===== config.mk =====
export PLATFORM = sky130hd
export DESIGN_NAME = lf_watchdog
export DESIGN_NICKNAME = d
export VERILOG_FILES = /design/src/rtl/lfwd_pkg.sv /design/src/rtl/lfwd_tick_sel.sv /design/src/rtl/lfwd_regs.sv /design/src/rtl/lfwd_core.sv /design/src/rtl/lf_watchdog.sv
export SDC_FILE = /design/constraint.sdc
export NUM_CORES = 1
export LEC_CHECK = 0
export ABC_CLOCK_PERIOD_IN_PS = 2800
export BUFFER_PORTS_ARGS = -buffer_cell sky130_fd_sc_hd__buf_4
export CAP_MARGIN = 40
export CORE_ASPECT_RATIO = 0.8
export CORE_MARGIN = 2
export CORE_UTILIZATION = 56
export DETAILED_ROUTE_END_ITERATION = 8
export PLACE_DENSITY = 0.79
export SLEW_MARGIN = 10
export SYNTH_ARGS = -nofsm -noshare
export SYNTH_HDL_FRONTEND = slang
export SYNTH_SLANG_ARGS = --single-unit

===== constraint.sdc =====
create_clock -name clk -period 2.8 [get_ports clk]
set_input_delay 0.14 -clock clk [delete_from_list [all_inputs] [get_ports clk]]
set_output_delay 0.14 -clock clk [all_outputs]
set_load 0.01 [all_outputs]

===== src/rtl/lfwd_pkg.sv =====
package lfwd_pkg;
   typedef enum logic [2:0] {
      A_CFG     = 3'd0,
      A_INT_THR = 3'd1,
      A_RST_THR = 3'd2,
      A_KICK    = 3'd3,
      A_FLAGS   = 3'd4
   } lfwd_addr_e;

   localparam int CFG_EN_BIT    = 0;
   localparam int CFG_SCOPE_BIT = 1;
   localparam int CFG_SRC_BIT   = 7;
   localparam int FL_IRQ_BIT    = 0;
   localparam int FL_CAUSE_BIT  = 1;

   typedef struct packed {
      logic src_ext;
      logic cpu_only;
      logic en;
   } lfwd_cfg_t;
endpackage


===== src/rtl/lfwd_tick_sel.sv =====
module lfwd_tick_sel
   import lfwd_pkg::*;
#(
   parameter int SYNC_STAGES = 2
) (
   input  logic clk,
   input  logic rst_n,
   input  logic lf_int_clk,
   input  logic lf_ext_clk,
   input  logic sel_ext,
   output logic tick
);
   localparam int NSRC = 2;

   logic [NSRC-1:0] raw;
   logic [NSRC-1:0] edge_det;
   logic            sel_q;

   assign raw = {lf_ext_clk, lf_int_clk};

   for (genvar g = 0; g < NSRC; g++) begin : g_src
      logic [SYNC_STAGES-1:0] sh;
      logic                   prev;
      always_ff @(posedge clk or negedge rst_n) begin
         if (!rst_n) begin
            sh   <= '0;
            prev <= 1'b0;
         end else begin
            if (SYNC_STAGES > 1)
               sh <= {sh[SYNC_STAGES-2:0], raw[g]};
            else
               sh[0] <= raw[g];
            prev <= sh[SYNC_STAGES-1];
         end
      end
      assign edge_det[g] = sh[SYNC_STAGES-1] & ~prev;
   end

   // source change is taken only on a cycle without any edge
   always_ff @(posedge clk or negedge rst_n) begin
      if (!rst_n)
         sel_q <= 1'b0;
      else if (edge_det == '0)
         sel_q <= sel_ext;
   end

   assign tick = sel_q ? edge_det[1] : edge_det[0];
endmodule


===== src/rtl/lfwd_regs.sv =====
module lfwd_regs
   import lfwd_pkg::*;
#(
   parameter int         DATA_W     = 8,
   parameter int         THR_W      = 8,
   parameter logic [7:0] CLEAR_CODE = 8'h5A
) (
   input  logic              clk,
   input  logic              rst_n,
   input  logic              wr_en,
   input  logic [2:0]        wr_addr,
   input  logic [DATA_W-1:0] wr_data,
   output lfwd_cfg_t         cfg,
   output logic [THR_W-1:0]  int_thr,
   output logic [THR_W-1:0]  rst_thr,
   output logic              kick,
   output logic              clr_irq,
   output logic              clr_cause
);
   lfwd_addr_e addr;
   assign addr = lfwd_addr_e'(wr_addr);

   always_ff @(posedge clk or negedge rst_n) begin
      if (!rst_n) begin
         cfg     <= '0;
         int_thr <= '0;
         rst_thr <= '0;
      end else if (wr_en) begin
         case (addr)
            A_CFG: begin
               cfg.en       <= wr_data[CFG_EN_BIT];
               cfg.cpu_only <= wr_data[CFG_SCOPE_BIT];
               cfg.src_ext  <= wr_data[CFG_SRC_BIT];
            end
            A_INT_THR: int_thr <= wr_data[THR_W-1:0];
            A_RST_THR: rst_thr <= wr_data[THR_W-1:0];
            default: ;
         endcase
      end
   end

   always_comb begin
      kick      = wr_en && (addr == A_KICK) && (wr_data[7:0] == CLEAR_CODE);
      clr_irq   = wr_en && (addr == A_FLAGS) && wr_data[FL_IRQ_BIT];
      clr_cause = wr_en && (addr == A_FLAGS) && wr_data[FL_CAUSE_BIT];
   end
endmodule


===== src/rtl/lfwd_core.sv =====
module lfwd_core #(
   parameter int CNT_W      = 20,
   parameter int THR_W      = 8,
   parameter int RST_CYCLES = 16
) (
   input  logic             clk,
   input  logic             rst_n,
   input  logic             tick,
   input  logic             en,
   input  logic             cpu_only,
   input  logic [THR_W-1:0] int_thr,
   input  logic [THR_W-1:0] rst_thr,
   input  logic             kick,
   input  logic             clr_irq,
   input  logic             clr_cause,
   output logic [CNT_W-1:0] count,
   output logic             irq,
   output logic             sys_rst_req,
   output logic             cpu_rst_req,
   output logic             cause
);
   localparam int CMP_LSB = CNT_W - THR_W;
   localparam int RC_W    = $clog2(RST_CYCLES + 1);

   logic [THR_W-1:0] cnt_hi;
   logic             int_fired;
   logic [RC_W-1:0]  rst_left;
   logic             scope_q;
   logic             hit_int, hit_rst, pulsing;

   assign cnt_hi  = count[CNT_W-1:CMP_LSB];
   assign pulsing = (rst_left != '0);
   assign hit_int = en && (int_thr != '0) && (cnt_hi == int_thr) && !int_fired;
   assign hit_rst = en && (rst_thr != '0) && (cnt_hi == rst_thr) && !pulsing;

   always_ff @(posedge clk or negedge rst_n) begin
      if (!rst_n)
         count <= '0;
      else if (!en || kick || hit_rst)
         count <= '0;
      else if (tick)
         count <= count + 1'b1;
   end

   always_ff @(posedge clk or negedge rst_n) begin
      if (!rst_n) begin
         irq       <= 1'b0;
         int_fired <= 1'b0;
      end else if (kick) begin
         irq       <= 1'b0;
         int_fired <= 1'b0;
      end else if (!en || hit_rst) begin
         int_fired <= 1'b0;
         if (clr_irq) irq <= 1'b0;
      end else if (hit_int) begin
         irq       <= 1'b1;
         int_fired <= 1'b1;
      end else if (clr_irq) begin
         irq <= 1'b0;
      end
   end

   always_ff @(posedge clk or negedge rst_n) begin
      if (!rst_n) begin
         rst_left <= '0;
         scope_q  <= 1'b0;
         cause    <= 1'b0;
      end else begin
         if (hit_rst) begin
            rst_left <= RC_W'(RST_CYCLES);
            scope_q  <= cpu_only;
         end else if (pulsing) begin
            rst_left <= rst_left - 1'b1;
         end
         if (hit_rst)
            cause <= 1'b1;
         else if (clr_cause)
            cause <= 1'b0;
      end
   end

   assign sys_rst_req = pulsing && !scope_q;
   assign cpu_rst_req = pulsing && scope_q;
endmodule


===== src/rtl/lf_watchdog.sv =====
module lf_watchdog
   import lfwd_pkg::*;
#(
   parameter int         CNT_W       = 20,
   parameter int         THR_W       = 8,
   parameter int         DATA_W      = 8,
   parameter int         SYNC_STAGES = 2,
   parameter int         RST_CYCLES  = 16,
   parameter logic [7:0] CLEAR_CODE  = 8'h5A
) (
   input  logic              clk,
   input  logic              rst_n,
   input  logic              lf_int_clk,
   input  logic              lf_ext_clk,
   input  logic              wr_en,
   input  logic [2:0]        wr_addr,
   input  logic [DATA_W-1:0] wr_data,
   output logic [CNT_W-1:0]  count,
   output logic              wdt_irq,
   output logic              sys_rst_req,
   output logic              cpu_rst_req,
   output logic              rst_cause
);
   if (THR_W > CNT_W) begin : g_bad_thr
      $error("THR_W must not exceed CNT_W");
   end
   if (DATA_W < 8 || THR_W > DATA_W) begin : g_bad_data
      $error("DATA_W must be at least 8 and hold THR_W");
   end
   if (SYNC_STAGES < 2) begin : g_bad_sync
      $error("SYNC_STAGES must be at least 2");
   end
   if (RST_CYCLES < 2) begin : g_bad_pulse
      $error("RST_CYCLES must be at least 2");
   end

   lfwd_cfg_t        cfg;
   logic [THR_W-1:0] int_thr, rst_thr;
   logic             kick, clr_irq, clr_cause, tick;

   lfwd_regs #(
      .DATA_W(DATA_W), .THR_W(THR_W), .CLEAR_CODE(CLEAR_CODE)
   ) u_regs (
      .clk(clk), .rst_n(rst_n), .wr_en(wr_en), .wr_addr(wr_addr),
      .wr_data(wr_data), .cfg(cfg), .int_thr(int_thr), .rst_thr(rst_thr),
      .kick(kick), .clr_irq(clr_irq), .clr_cause(clr_cause)
   );

   lfwd_tick_sel #(
      .SYNC_STAGES(SYNC_STAGES)
   ) u_tick (
      .clk(clk), .rst_n(rst_n), .lf_int_clk(lf_int_clk),
      .lf_ext_clk(lf_ext_clk), .sel_ext(cfg.src_ext), .tick(tick)
   );

   lfwd_core #(
      .CNT_W(CNT_W), .THR_W(THR_W), .RST_CYCLES(RST_CYCLES)
   ) u_core (
      .clk(clk), .rst_n(rst_n), .tick(tick), .en(cfg.en),
      .cpu_only(cfg.cpu_only), .int_thr(int_thr), .rst_thr(rst_thr),
      .kick(kick), .clr_irq(clr_irq), .clr_cause(clr_cause),
      .count(count), .irq(wdt_irq), .sys_rst_req(sys_rst_req),
      .cpu_rst_req(cpu_rst_req), .cause(rst_cause)
   );
endmodule


# Word-level counts from Yosys, hierarchy flattened
# Cells that the tools add are included.
dict set report word_totals {
  in_bits 16
  wordCells 75
  register_bits 55
  output_inout_bits 24
}
dict set report op_classes {
  mux 14
  n_reduce_logical 32
  n_addsub 2
  n_eq_ne 7
  bitwise 4
}
# operator n
set op_table {}
lappend op_table {{two-way mux 20 bit} 2}
lappend op_table {{adder 20 x 1 -> 20 bit (second input constant)} 1}
lappend op_table {{== test 8 bit} 2}
lappend op_table {{nonzero test 8 bit} 2}
lappend op_table {{logical AND 1 bit} 13}
lappend op_table {{two-way mux 1 bit} 10}
lappend op_table {{two-way mux 5 bit} 2}
lappend op_table {{== test 8 x 7 -> 1 bit (second input constant)} 1}
lappend op_table {{== test 3 x 2 -> 1 bit (second input constant)} 2}
lappend op_table {{AND reduction 2 bit} 3}
lappend op_table {{nonzero test 2 bit} 3}
lappend op_table {{nonzero test 5 bit} 1}
lappend op_table {{subtractor 5 x 1 -> 5 bit (second input constant)} 1}
lappend op_table {{zero test 1 bit} 4}
lappend op_table {{== test 3 x 1 -> 1 bit (second input constant)} 1}
lappend op_table {{== test 3 bit (second input constant)} 1}
lappend op_table {{zero test 3 bit} 1}
lappend op_table {{logical OR 1 bit} 3}
lappend op_table {{nonzero test 3 bit} 1}
lappend op_table {{AND 1 bit} 2}
lappend op_table {{zero test 2 bit} 1}
lappend op_table {{NOT 1 bit} 2}

# Longest topological paths before layout
# Gate-level depths: netlist (run 1).
dict set report depth {
  depth_word 7
  mapped_depth 7
  ltp_nobuf 6
}

# By module
# From an unflattened synthesis (run 1), not the netlist that was laid out.
dict set report hier_totals {
  cells_unflattened 236
  area_unflattened_um2 2715.1
}
# mod cells_per_inst area_per_inst_um2 n_inst seq_area_each_um2
set by_module_without_submodules {}
lappend by_module_without_submodules {lfwd_core 173 1685.4 1 725.7}
lappend by_module_without_submodules {lfwd_regs 50 797.0 1 475.5}
lappend by_module_without_submodules {lfwd_tick_sel 13 232.7 1 175.2}

# Worst setup path before layout (run 1)
# Ideal clock, no wire load.
dict set report synth_timing {
  kind {reg2reg}
  startpoint {register u_core.rst_left[0]}
  endpoint {register u_core.scope_q}
  synth_period_minus_slack_ns 2.079
  setup_ns 0.127
  path_buffers 0
  required_ns 2.673
  t_arrival_ns 1.952
  path_stages_with_launch 7
  path_slack_ns 0.721
  cell_sequence {dfrtp_1 -> inv_1 -> ha_1 -> or3b_1 -> or2_4 -> nor4_4 -> mux2_1}
}
dict set report synth_between {
  elab_chain_cells 3
}
# element line_no
set synth_rtl {}
lappend synth_rtl {{start: declaration} lfwd_core.sv:27} ;# logic [RC_W-1:0] rst_left;
lappend synth_rtl {{start signal: assignment} lfwd_core.sv:70} ;# rst_left <= RC_W'(RST_CYCLES);
lappend synth_rtl {{start signal: assignment} lfwd_core.sv:73} ;# rst_left <= rst_left - 1'b1;
lappend synth_rtl {{nonzero test 5 bit} lfwd_core.sv:32} ;# assign pulsing = (rst_left != '0);
lappend synth_rtl {{zero test 1 bit} lfwd_core.sv:34} ;# assign hit_rst = en && (rst_thr != '0) && (cnt_hi == rst_thr) && !pulsing;
lappend synth_rtl {{logical AND 1 bit} lfwd_core.sv:34}
lappend synth_rtl {{end signal: assignment} lfwd_core.sv:71} ;# scope_q <= cpu_only;
lappend synth_rtl {{end: declaration} lfwd_core.sv:28} ;# logic scope_q;
# Every way passes these cells.
# A chain may end at the register's enable or synchronous reset.

# Worst setup path in the final report (run 1)
dict set report layout_timing {
  startpoint {register u_core.rst_left[0]}
  endpoint {register u_core.irq}
}
dict set report layout_between {
  elab_chain_cells 6
}
# element line_no
set layout_rtl {}
lappend layout_rtl {{nonzero test 5 bit} lfwd_core.sv:32}
lappend layout_rtl {{zero test 1 bit} lfwd_core.sv:34}
lappend layout_rtl {{logical AND 1 bit} lfwd_core.sv:34}
lappend layout_rtl {{logical OR 1 bit} lfwd_core.sv:52} ;# end else if (!en || hit_rst) begin
lappend layout_rtl {{two-way mux 1 bit} lfwd_core.sv:52}
lappend layout_rtl {{two-way mux 1 bit} lfwd_core.sv:49} ;# end else if (kick) begin
lappend layout_rtl {{end signal: assignment} lfwd_core.sv:50} ;# irq <= 1'b0;
lappend layout_rtl {{end signal: assignment} lfwd_core.sv:54} ;# if (clr_irq) irq <= 1'b0;
lappend layout_rtl {{end signal: assignment} lfwd_core.sv:56} ;# irq <= 1'b1;
lappend layout_rtl {{end: declaration} lfwd_core.sv:17} ;# output logic irq,
# Every way passes these cells.

==> results of run 1 <==
-- metrics by stage --
| step | util | cell area [µm²] | hold slack [ns] |
|---|---|---|---|
| after floorplan | - | 2690 | -0.1556 |
| after global placement | 0.6579 | 3024 | 0.2253 |
| after detailed placement | 0.6579 | 3024 | 0.2201 |
| after CTS | 0.6859 | 3153 | 0.05574 |
| after global routing | 0.6859 | 3153 | 0.05368 |
| final | 0.6859 | 3153 | 0.06721 |
-- final cells by class --
cell class	instances	share of cell area
multi-input combinational	163	0.3929
sequential	55	0.4365
tap	60	0.02381
inverter	7	0.008333
clock inverter	2	0.005159
timing repair buffer	44	0.1071
clock buffer	6	0.02619
-- cell usage after synthesis (2+ instances only) --
library cell | number | area, µm²
nor4_1 | 3 | 18.77
nand2_1 | 12 | 45.04
or4_1 | 3 | 22.52
nand4_1 | 4 | 25.02
mux2_2 | 20 | 225.2
and2_1 | 2 | 12.51
and3_1 | 4 | 25.02
a211oi_1 | 11 | 82.58
xnor2_1 | 10 | 87.58
and3b_1 | 2 | 17.52
nand3_1 | 4 | 20.02
and4_1 | 3 | 26.28
o22ai_1 | 2 | 12.51
dfrtp_1 | 55 | 1376
mux2i_1 | 2 | 20.02
o21ai_0 | 12 | 60.06
nor2b_1 | 2 | 12.51
inv_1 | 7 | 26.28
o2111ai_1 | 8 | 70.07
nor4bb_1 | 2 | 20.02
xor2_1 | 15 | 131.4
ha_1 | 2 | 25.02
buf_4 | 3 | 22.52
nor3_1 | 12 | 60.06
nor2_1 | 4 | 15.01
or3_1 | 9 | 56.30
clkbuf_1 | 7 | 26.28
-- path summary, 6_finish.rpt --
path | start | to | slack, ns
worst max-delay path | u_core.rst_left[0] | u_core.irq | 0.58
worst max register to register | u_core.rst_left[0] | u_core.irq | 0.58
min in group asynchronous | rst_n | u_tick.g_src[1].sh[0] | 0.40
worst min-delay path | wr_data[5] | u_regs.int_thr[5] | 0.07
worst min register to register | u_tick.g_src[1].sh[0] | u_tick.g_src[1].sh[1] | 0.36
max in group asynchronous | rst_n | u_core.rst_left[3] | 1.95
-- what timing repair did --
item	CTS	global route
hold buffers	3	0
hold endpoints to repair	57	0
setup buffers	0	0
gates resized for setup	0	0
-- where the power goes --
group	internal [mW]	leakage, nW	switching (mW)
clock network	0.202	0.0474	0.263
registers	0.909	0.705	0.108
logic	0.194	0.634	0.187
total	1.30	1.39	0.559
-- cells by family (layout without fill, tap and decap cells) --
group / after synthesis / after routing / synth area share
AND/OR/NAND/NOR: 74 / 74 / 0.1735
flip-flops: 55 / 55 / 0.5116
AO/OA/AOI/OAI: 39 / 39 / 0.1009
XOR/XNOR: 25 / 25 / 0.08140
multiplexers: 23 / 23 / 0.09535
buffers and inverters: 17 / 59 / 0.02791
adder cells (fa/ha/maj): 2 / 2 / 0.009301
-- worst reg2reg max path: stages, from the launching register on --
cell     delay, ns
dfrtp_1       0.41
inv_1         0.09
ha_1          0.19
or3b_1        0.40
or2_4         0.27
nor4_4        0.30
buf_4         0.31
o41ai_1       0.12
-- state kept, by name, indices dropped and copies added (netlist names), 2 cells and up --
| register | flops |
|---|---|
| u_regs.int_thr | 8 |
| u_tick.g_src.sh | 4 |
| u_regs.rst_thr | 8 |
| u_core.rst_left | 5 |
| u_regs.cfg | 3 |
| u_core.count | 20 |
| u_tick.g_src.prev | 2 |
-- metal layers --
| metal | track usage | share of wire |
|---|---|---|
| met3 | 0.04508 | 0.032 |
| met4 | 0.1017 | 0.020 |
| met2 | 0.3555 | 0.45 |
| met5 | 0 | 0 |
| met1 | 0.3357 | 0.50 |
==> impl_results.md, run 1 <==
* Setup TNS Final at 0 ns
* Largest net degree at the start of global routing at 56
* Endpoint required time on the critical path at 2.99 ns
* Via count normalized by instance count at 5.967
* CTS Buffer Depth at 2
* Post-placement setup slack at 0.5931 ns
* Number of endpoints with negative hold slack in the final report at 0
* Maximum vdd ir drop at 0.4020 mV
* Share of async-settable or async-resettable flops after synthesis at 1.000
* Net Count, Synth at 253
* Synthesized area divided by synthesized cell count at 11.45 µm²
* Placement row count at 22
* Yosys warning count at 0
* Actual slew at the worst max-slew pin at 0.8470 ns
* Number of nets in the layout at 294
* Die extent in x at 81.49 µm
* Weighted congestion at the end of routability-driven global placement at 0.8064
* Skew final at 0.005017 ns
* Starting utilization of the core area at 0.5852
* Number of iterations in the first detailed-routing pass at 4
* CTS H-tree depth at 2
* RSZ-0062 raised after global routing: no
* Num CTS Buffers at 5
* Number of DRC violations after detailed routing at 0
* ANT cells at 0
* Vias in the first global route at 1,891
* Ordered list of cells on the worst path: inv_1, ha_1, or3b_1, or2_4, nor4_4, buf_4, o41ai_1
* Die boundary height at 65.99 µm
* Commonest non-fill, non-tap cell in the layout: dfrtp_1
* Worst path max stage delay at 0.41 ns
* Final critical path time including I/O delays and setup at 2.223 ns
* Most used cells in the layout excluding fill and tap cells: dfrtp_1 (55), buf_4 (41), mux2_2 (20)
* Layout fillers at 364
* Number of stages on the worst setup path at 7
* PortBufs at 39
* Post-route worst setup slack at 0.5766 ns
* Top delay family on crit path: simple AND/OR/NAND/NOR gates
* Share of the yosys chip area belonging to registers at 0.5116
* DRT iter0 DRCs at 134
* Root buffer selected by CTS: clkbuf_8
* Multi-input combinational cell area at 1239 µm²
* Register Area at 1376 µm²
* Finish-stage setup viols at 0
* CP Launch Type: flop
* Initial antenna violation count at 0
* Share of cells above drive strength 1 at 0.2635
* Critical Setup Path Class: reg2reg
* Number of enable flip-flop cells after synthesis at 0
* Post-synth top flop: dfrtp_1
* Number of clock sinks at 55
* Max-cap violation count at 0
* Slowest library cell on the worst path: dfrtp_1
* Number of cells on the worst reg-to-reg path at 7
* Number of instances on the worst hold path at 2
* Path type of the worst min-delay path: in2reg
* Data arrival time of the critical path at 2.41 ns
* Area delta synth->final at 17.21%
* Kind of end point of the critical path: flop
* Clock slew at reported path FFs at 0.10 ns
* Half-perimeter wire length after placement at 3.978 mm
* Average wire per cell in the routed design at 16.61 µm
* Timing-limited maximum frequency at 0.4498 GHz
* Remaining antenna violation count after routing at 0
* Run status: finished, final reports clean
* Combined buffer and inverter count along the critical path at 2
* Number of standard cells after synthesis at 235
* Final max-slew violation count at 0
* Wire length of the first global-routing pass at 9.411 mm
* Worst skew pair latency at 0.32 ns
* Maximum fanout count along the critical path at 23
* Final standard cell count with taps included and fillers excluded at 337
* Final global-route overflow total at 0
* Total via count after detailed routing at 2,011
* Total design power at 1.864 mW
* Power density cells at 591.0 nW/µm²
* Post-route fraction of the period consumed by the critical path at 0.7941
* Std-Cell Core Area at 4597 µm²
* Io pins at 40
* Max-slew headroom at 0.4274
* Count of cell types in the netlist at 42
* Tot GR Track Use at 0.2369
* Total length of routed wires at 5.596 mm
* Register bit total from synthesis at 55
* Leakage at 1.386 nW
* Clock tree from TritonCTS: built
* Die area at 5378 µm²
* Post-Synthesis Cell Area at 2690 µm²
* Cell Count Post-Placement at 326
Power figures use the tool's default switching activity.
==> run 2, diff against run 1 <==
--- a/config.mk
+++ b/config.mk
@@ -5,14 +5,14 @@
 export SDC_FILE = /design/constraint.sdc
 export NUM_CORES = 1
 export LEC_CHECK = 0
-export ABC_CLOCK_PERIOD_IN_PS = 2800
+export ABC_CLOCK_PERIOD_IN_PS = 1800
 export BUFFER_PORTS_ARGS = -buffer_cell sky130_fd_sc_hd__buf_4
 export CAP_MARGIN = 40
 export CORE_ASPECT_RATIO = 0.8
 export CORE_MARGIN = 2
-export CORE_UTILIZATION = 56
+export CORE_UTILIZATION = 51
 export DETAILED_ROUTE_END_ITERATION = 8
-export PLACE_DENSITY = 0.79
+export PLACE_DENSITY = 0.75
 export SLEW_MARGIN = 10
 export SYNTH_ARGS = -nofsm -noshare
 export SYNTH_HDL_FRONTEND = slang
==> constraint.sdc (replaced) <==
create_clock -name clk -period 1.8 [get_ports clk]
set_input_delay 0.09 -clock clk [delete_from_list [all_inputs] [get_ports clk]]
set_output_delay 0.09 -clock clk [all_outputs]
set_load 0.01 [all_outputs]
==> run 2 against run 1 <==
The flow now finishes with violations (negative setup slack). Final cell count grew 14%. Global-route usage shrank 1.4 points. Clock skew grew 0.0048 ns. Sequential power grew 52%. Wire length grew 21%. Critical endpoint is now cpu_rst_req.
==> impl_results.md, run 2 (synthesis results as in run 1) <==
* Initial antenna violation count at 0 (unchanged)
* Placement row count at 23 (was 22)
* Maximum fanout count along the critical path at 3 (was 23)
* Average wire per cell in the routed design at 17.66 µm (was 16.61 µm)
* Register with the most flip-flops: u_core.count (unchanged)
* Post-route fraction of the period consumed by the critical path at 1.126
* Number of iterations in the first detailed-routing pass at 4 (unchanged)
* Half-perimeter wire length after placement at 4.487 mm (was 3.978 mm)
* Number of endpoints with negative hold slack in the final report at 0 (unchanged)
* Violated checks: negative setup slack
* DRT iter0 DRCs at 204 (was 134)
* Remaining antenna violation count after routing at 0 (unchanged)
* Number of DRC violations after detailed routing at 0 (unchanged)
* Max-slew headroom at 0.5362 (was 0.4274)
* Io pins at 40 (unchanged)
* Maximum vdd ir drop at 0.6329 mV (was 0.4020 mV)
* Num CTS Buffers at 5 (unchanged)
* Total design power at 3.355 mW (was 1.864 mW)
* Finish-stage setup viols at 30 (was 0)
* Final max-slew violation count at 0 (unchanged)
* Wire length of the first global-routing pass at 10.08 mm (was 9.411 mm)
* RSZ-0062 raised after global routing: yes (was no)
* Run status: finished, violations left (was finished, final reports clean)
* Kind of end point of the critical path: output port (was flop)
* CTS Buffer Depth at 2 (unchanged)
* Skew final at 0.009790 ns (was 0.005017 ns)
* Final global-route overflow total at 0 (unchanged)
* Path type of the worst min-delay path: in2reg (unchanged)
* Total via count after detailed routing at 2,198 (was 2,011)
* Via count normalized by instance count at 5.739 (was 5.967)
* Endpoint required time on the critical path at 1.71 ns (was 2.99 ns)
* Die extent in x at 85.20 µm (was 81.49 µm)
* Die boundary height at 68.96 µm (was 65.99 µm)
* PortBufs at 39 (unchanged)
* Share of cells above drive strength 1 at 0.4393 (was 0.2635)
* Portion of total power attributed to combinational logic at 0.285 (was 0.204)
* CTS H-tree depth at 2 (unchanged)
* P_int at 2.398 mW (was 1.304 mW)
* Most used cells in the layout excluding fill and tap cells: buf_4 (76), dfrtp_1 (55), mux2_2 (20) (was dfrtp_1 (55), buf_4 (41), mux2_2 (20))
* Post-route worst setup slack at -0.2276 ns (was 0.5766 ns)
* Timing-limited maximum frequency at 0.4932 GHz
* Root buffer selected by CTS: clkbuf_8 (unchanged)
* Std-Cell Core Area at 5036 µm² (was 4597 µm²)
* Actual slew at the worst max-slew pin at 0.6957 ns (was 0.8470 ns)
* Final critical path time including I/O delays and setup at 2.028 ns
* Critical Setup Path Class: reg2out (was reg2reg)
* Area delta synth->final at 35.95% (was 17.21%)
* Biggest registers after layout: u_core.count x20, u_regs.int_thr x8, u_regs.rst_thr x8 (unchanged)
* Worst path max stage delay at 0.40 ns (was 0.41 ns)
* Tot GR Track Use at 0.2225 (was 0.2369)
* Max FFs per register at 20 (unchanged)
* Most repeated library cell on the critical path: buf_6
* Number of clock sinks at 55 (unchanged)
* Total length of routed wires at 6.765 mm (was 5.596 mm)
* Clock tree from TritonCTS: built (unchanged)
* Largest net degree at the start of global routing at 56 (unchanged)
* Fraction of power spent switching nets at 0.2854 (was 0.3000)
* Commonest non-fill, non-tap cell in the layout: buf_4 (was dfrtp_1)
* Combined buffer and inverter count along the critical path at 3 (was 2)
* Switching power of the nets at 957.6 µW (was 559.1 µW)
* Power density cells at 917.4 nW/µm² (was 591.0 nW/µm²)
* Weighted congestion at the end of routability-driven global placement at 0.7688 (was 0.8064)
* CP Launch Type: flop (unchanged)
* Die area at 5875 µm² (was 5378 µm²)
* Reg-to-reg setup timing slack at -0.21 ns (was 0.58 ns)
* Clock slew at reported path FFs at 0.10 ns (about the same)
* Share of the core filled with cells at 0.7262 (was 0.6859)
* Slowest library cell on the worst path: dfrtp_1 (unchanged)
* ANT cells at 0 (unchanged)
* Data arrival time of the critical path at 1.94 ns (was 2.41 ns)
* Sequential Power Share at 0.463 (was 0.546)
* Vias in the first global route at 2,007 (was 1,891)
* Max-cap violation count at 0 (unchanged)
* Top delay family on crit path: simple AND/OR/NAND/NOR gates (unchanged)
* Worst skew pair latency at 0.31 ns (was 0.32 ns)
* Starting utilization of the core area at 0.5342 (was 0.5852)
* Clock network power share at 0.252 (was 0.250)
* Ordered list of cells on the worst path: inv_2, ha_4, or3b_4, or2_4, buf_6, and2_4, buf_6 (was inv_1, ha_1, or3b_1, or2_4, nor4_4, buf_4, o41ai_1)
* Leakage at 1.651 nW (was 1.386 nW)
* Number of nets in the layout at 338 (was 294)
## run 2: changes by cell type in the layout (fill, tap and decap cells not counted), sizes merged
cell	change
bufinv	+1
buf	+44
clkinvlp	-1
## run 2: final cells by class
cell class / instances / area (µm²)
multi-input cells: 163 / 1349
fillers: 372 / 1379
clock inverters: 2 / 35.03
well taps: 62 / 77.57
inverters: 7 / 26.28
clock buffers: 6 / 82.58
flip-flops and latches: 55 / 1376
repair buffers: 88 / 710.7
## run 2: worst register-to-register path, stage by stage (launching register included)
cell	delay (ns)
dfrtp_1	0.40
inv_2	0.09
ha_4	0.13
or3b_4	0.38
or2_4	0.26
nor4_4	0.17
buf_6	0.18
mux2_4	0.30
## run 2: worst paths after layout
path,startpoint,to,cells past startpoint
worst max-delay path,u_core.rst_left[0],cpu_rst_req,7
worst min-delay path,wr_data[3],u_regs.int_thr[3],2
worst max register to register,u_core.rst_left[0],u_core.scope_q,7
worst min register to register,u_tick.g_src[0].sh[0],u_tick.g_src[0].sh[1],0
max in group asynchronous,rst_n,u_core.rst_left[3],2
min in group asynchronous,rst_n,u_core.irq,2
## run 2: per-layer routing
| metal | wire length (µm) | track usage |
|---|---|---|
| met2 | 3202 | 0.3447 |
| met1 | 3221 | 0.3258 |
| met4 | 53 | 0.05556 |
| met5 | 0 | 0 |
| met3 | 287 | 0.04048 |
## run 2: per-stage QoR
step	TNS (ns)	hold slack (ns)	area, µm²	setup WS [ns]	instances
floorplan	-3.159	-0.2056	2690	-0.2183	235
global placement	-3.129	0.1811	3297	-0.1703	364
detailed placement	-4.935	0.1805	3297	-0.2505	364
CTS	-5.354	0.02430	3486	-0.2517	378
global route	-5.501	0.02111	3657	-0.2898	383
finish	-3.226	0.03460	3657	-0.2276	383
## run 2: power by group through the flow
stage	combinational (mW)	clock, mW	sequential (mW)
3_3_place_gp	0.744	0	1.56
3_5_place_dp	0.772	0	1.57
4_1_cts	0.831	0.862	1.55
2_1_floorplan	0.412	0	1.56
6_report	0.956	0.845	1.55
5_1_grt	1.04	0.918	1.58
## run 2: timing repair
| action | in CTS | in global routing |
|---|---|---|
| endpoints found under the hold margin | 57 | 0 |
| buffers inserted | 3 | 7 |
| resized for setup | 8 | 32 |
| setup endpoints to repair | 25 | 31 |
| cloned | 0 | 1 |
| hold buffers | 3 | 0 |
| pin swaps | 2 | 8 |
==> run 3, diff against run 2 <==
--- a/config.mk
+++ b/config.mk
@@ -8,7 +8,7 @@
 export ABC_CLOCK_PERIOD_IN_PS = 1800
 export BUFFER_PORTS_ARGS = -buffer_cell sky130_fd_sc_hd__buf_4
 export CAP_MARGIN = 40
-export CORE_ASPECT_RATIO = 0.8
+export CORE_ASPECT_RATIO = 1.2
 export CORE_MARGIN = 2
 export CORE_UTILIZATION = 51
 export DETAILED_ROUTE_END_ITERATION = 8
==> run 3 against run 2 <==
Sequential power barely moved. The run still ends with negative setup slack left. Fmax up 0.38%. Combinational power up 3.9%. Highest routed layer unchanged.
==> impl_results.md, run 3 (synthesis results as in run 1) <==
* Run status: finished, violations left (unchanged)
* Violated checks: negative setup slack (unchanged)
* Startpoint of the most critical register-to-register path: u_core.rst_left[0] (unchanged)
* Remaining antenna violation count after routing at 0 (unchanged)
* Starting utilization of the core area at 0.5370 (was 0.5342)
* Biggest registers after layout: u_core.count x20, u_regs.int_thr x8, u_regs.rst_thr x8 (unchanged)
* Largest net degree at the start of global routing at 56 (unchanged)
* PortBufs at 39 (unchanged)
* Endpoint required time on the critical path at 1.71 ns (about the same)
* CP Launch Type: flop (unchanged)
* Final global-route overflow total at 0 (unchanged)
* ANT cells at 0 (unchanged)
* Maximum fanout count along the critical path at 2 (was 3)
* Number of nets in the layout at 340 (was 338)
* Placement row count at 28 (was 23)
* Critical Setup Path Class: reg2out (unchanged)
* Tot GR Track Use at 0.2372 (was 0.2225)
* Most used cells in the layout excluding fill and tap cells: buf_4 (79), dfrtp_1 (54), mux2_2 (20) (was buf_4 (76), dfrtp_1 (55), mux2_2 (20))
* Share of cells above drive strength 1 at 0.4737 (was 0.4393)
* CTS H-tree depth at 2 (unchanged)
* Number of cells on the worst reg-to-reg path at 7 (unchanged)
* Total length of routed wires at 6.914 mm (was 6.765 mm)
* Std-Cell Core Area at 5010 µm² (was 5036 µm²)
* Instance area after placement at 3287 µm² (was 3297 µm²)
* Actual slew at the worst max-slew pin at 0.7019 ns (was 0.6957 ns)
* Final standard cell count with taps included and fillers excluded at 383 (unchanged)
* Maximum vdd ir drop at 0.5974 mV (was 0.6329 mV)
* Total design power at 3.417 mW (was 3.355 mW)
* Number of iterations in the first detailed-routing pass at 4 (unchanged)
* DRT iter0 DRCs at 168 (was 204)
* Final max-slew violation count at 0 (unchanged)
* Startpoint of the tightest hold check path: wr_data[5] (was wr_data[3])
* Number of DRC violations after detailed routing at 0 (unchanged)
* RSZ-0062 raised after global routing: yes (unchanged)
* Post-route design area at 3757 µm² (was 3657 µm²)
* Clock tree from TritonCTS: built (unchanged)
* Skew final at 0.006346 ns (was 0.009790 ns)
* Root buffer selected by CTS: clkbuf_8 (unchanged)
* Die area at 5874 µm² (was 5875 µm²)
* Clock slew at reported path FFs at 0.10 ns (about the same)
* Die boundary height at 83.56 µm (was 68.96 µm)
* Half-perimeter wire length after placement at 4.415 mm (was 4.487 mm)
* Terminus of the critical flop-to-flop path: u_core.scope_q (unchanged)
* Area delta synth->final at 39.67% (was 35.95%)
* Final critical path time including I/O delays and setup at 2.020 ns (was 2.028 ns)
* Post-route fraction of the period consumed by the critical path at 1.122 (was 1.126)
* Leakage at 1.669 nW (was 1.651 nW)
* Number of instances on the worst hold path at 2 (unchanged)
* Weighted congestion at the end of routability-driven global placement at 0.8194 (was 0.7688)
* Wire length of the first global-routing pass at 11.01 mm (was 10.08 mm)
* Post-route worst setup slack at -0.2201 ns (was -0.2276 ns)
* Num CTS Buffers at 5 (unchanged)
* Reg-to-reg setup timing slack at -0.19 ns (was -0.21 ns)
* Worst Hold Endpoint: u_regs.rst_thr[5] (was u_regs.int_thr[3])
* Post-placement setup slack at -0.2674 ns (was -0.2505 ns)
* Worst skew pair latency at 0.31 ns (about the same)
* Finish-stage setup viols at 26 (was 30)
* Average wire per cell in the routed design at 18.05 µm (was 17.66 µm)
* Power density cells at 909.3 nW/µm² (was 917.4 nW/µm²)
* Final-layout worst hold slack at 0.02173 ns (was 0.03460 ns)
* Max-cap violation count at 0 (unchanged)
* Number of endpoints with negative hold slack in the final report at 0 (unchanged)
* Data arrival time of the critical path at 1.93 ns (was 1.94 ns)
* Kind of end point of the critical path: output port (unchanged)
* Io pins at 40 (unchanged)
* Total via count after detailed routing at 2,266 (was 2,198)
* Max FFs per register at 20 (unchanged)
* Number of clock sinks at 55 (unchanged)
* Initial antenna violation count at 0 (unchanged)
* Max-slew headroom at 0.5321 (was 0.5362)
* Vias in the first global route at 2,263 (was 2,007)
* Path type of the worst min-delay path: in2reg (unchanged)
* Via count normalized by instance count at 5.916 (was 5.739)
* Timing-limited maximum frequency at 0.4950 GHz (was 0.4932 GHz)
* Die extent in x at 70.30 µm (was 85.20 µm)
* Register with the most flip-flops: u_core.count (unchanged)
* Cell Count Post-Placement at 361 (was 364)
* CTS Buffer Depth at 2 (unchanged)
* Commonest non-fill, non-tap cell in the layout: buf_4 (unchanged)
## run 3: through the flow
stage,utilization,setup TNS [ns]
floorplan,-,-3.159
global placement,0.6561,-3.540
detailed placement,0.6561,-5.573
CTS,0.7358,-4.134
global route,0.7500,-4.463
finish,0.7500,-2.791
## run 3: how the worst max path moves through the flow
stage                  startpoint             end  slack, ns
6_report       u_core.rst_left[0]     cpu_rst_req      -0.22
5_1_grt         u_regs.rst_thr[1]      u_core.irq      -0.28
4_1_cts        u_core.rst_left[0]     cpu_rst_req      -0.27
3_5_place_dp   u_core.rst_left[0]      u_core.irq      -0.27
3_3_place_gp   u_core.rst_left[0]      u_core.irq      -0.18
2_1_floorplan  u_core.rst_left[0]  u_core.scope_q      -0.22
## run 3: final cells by class
type	instances	area (µm²)
Tap cell	60	75.07
Clock buffer	6	82.58
Multi-Input combinational cell	163	1428
Inverter	7	26.28
Fill cell	333	1252
Timing Repair Buffer	90	729.5
Clock inverter	2	38.79
Sequential cell	55	1378
## run 3: where the power goes
part | switching, mW | total (mW) | leakage, nW | internal (mW)
logic | 0.443 | 0.993 | 0.903 | 0.550
clock network | 0.406 | 0.864 | 0.0618 | 0.458
registers | 0.147 | 1.56 | 0.704 | 1.41
total | 0.995 | 3.42 | 1.67 | 2.42
## run 3: worst max-delay path, stage by stage (launching register included)
cell and delay [ns]:
dfrtp_1 0.41, inv_2 0.08, ha_4 0.12, or3b_4 0.37, or2_4 0.26, buf_6 0.12, and2_4 0.14, buf_6 0.11
## run 3: timing repair
action,in CTS,in global routing
pin swaps,13,5
endpoints found under the hold margin,57,0
cloned,3,0
hold buffers,3,0
buffers inserted,8,4
setup endpoints to repair,27,30
gates resized for setup,35,21
## run 3: layer usage
| metal | part of all wire | track usage | routed length [µm] |
|---|---|---|---|
| met4 | 0.018 | 0.09615 | 125 |
| met3 | 0.054 | 0.04952 | 370 |
| met2 | 0.52 | 0.3885 | 3581 |
| met5 | 0 | 0 | 0 |
| met1 | 0.41 | 0.3042 | 2837 |
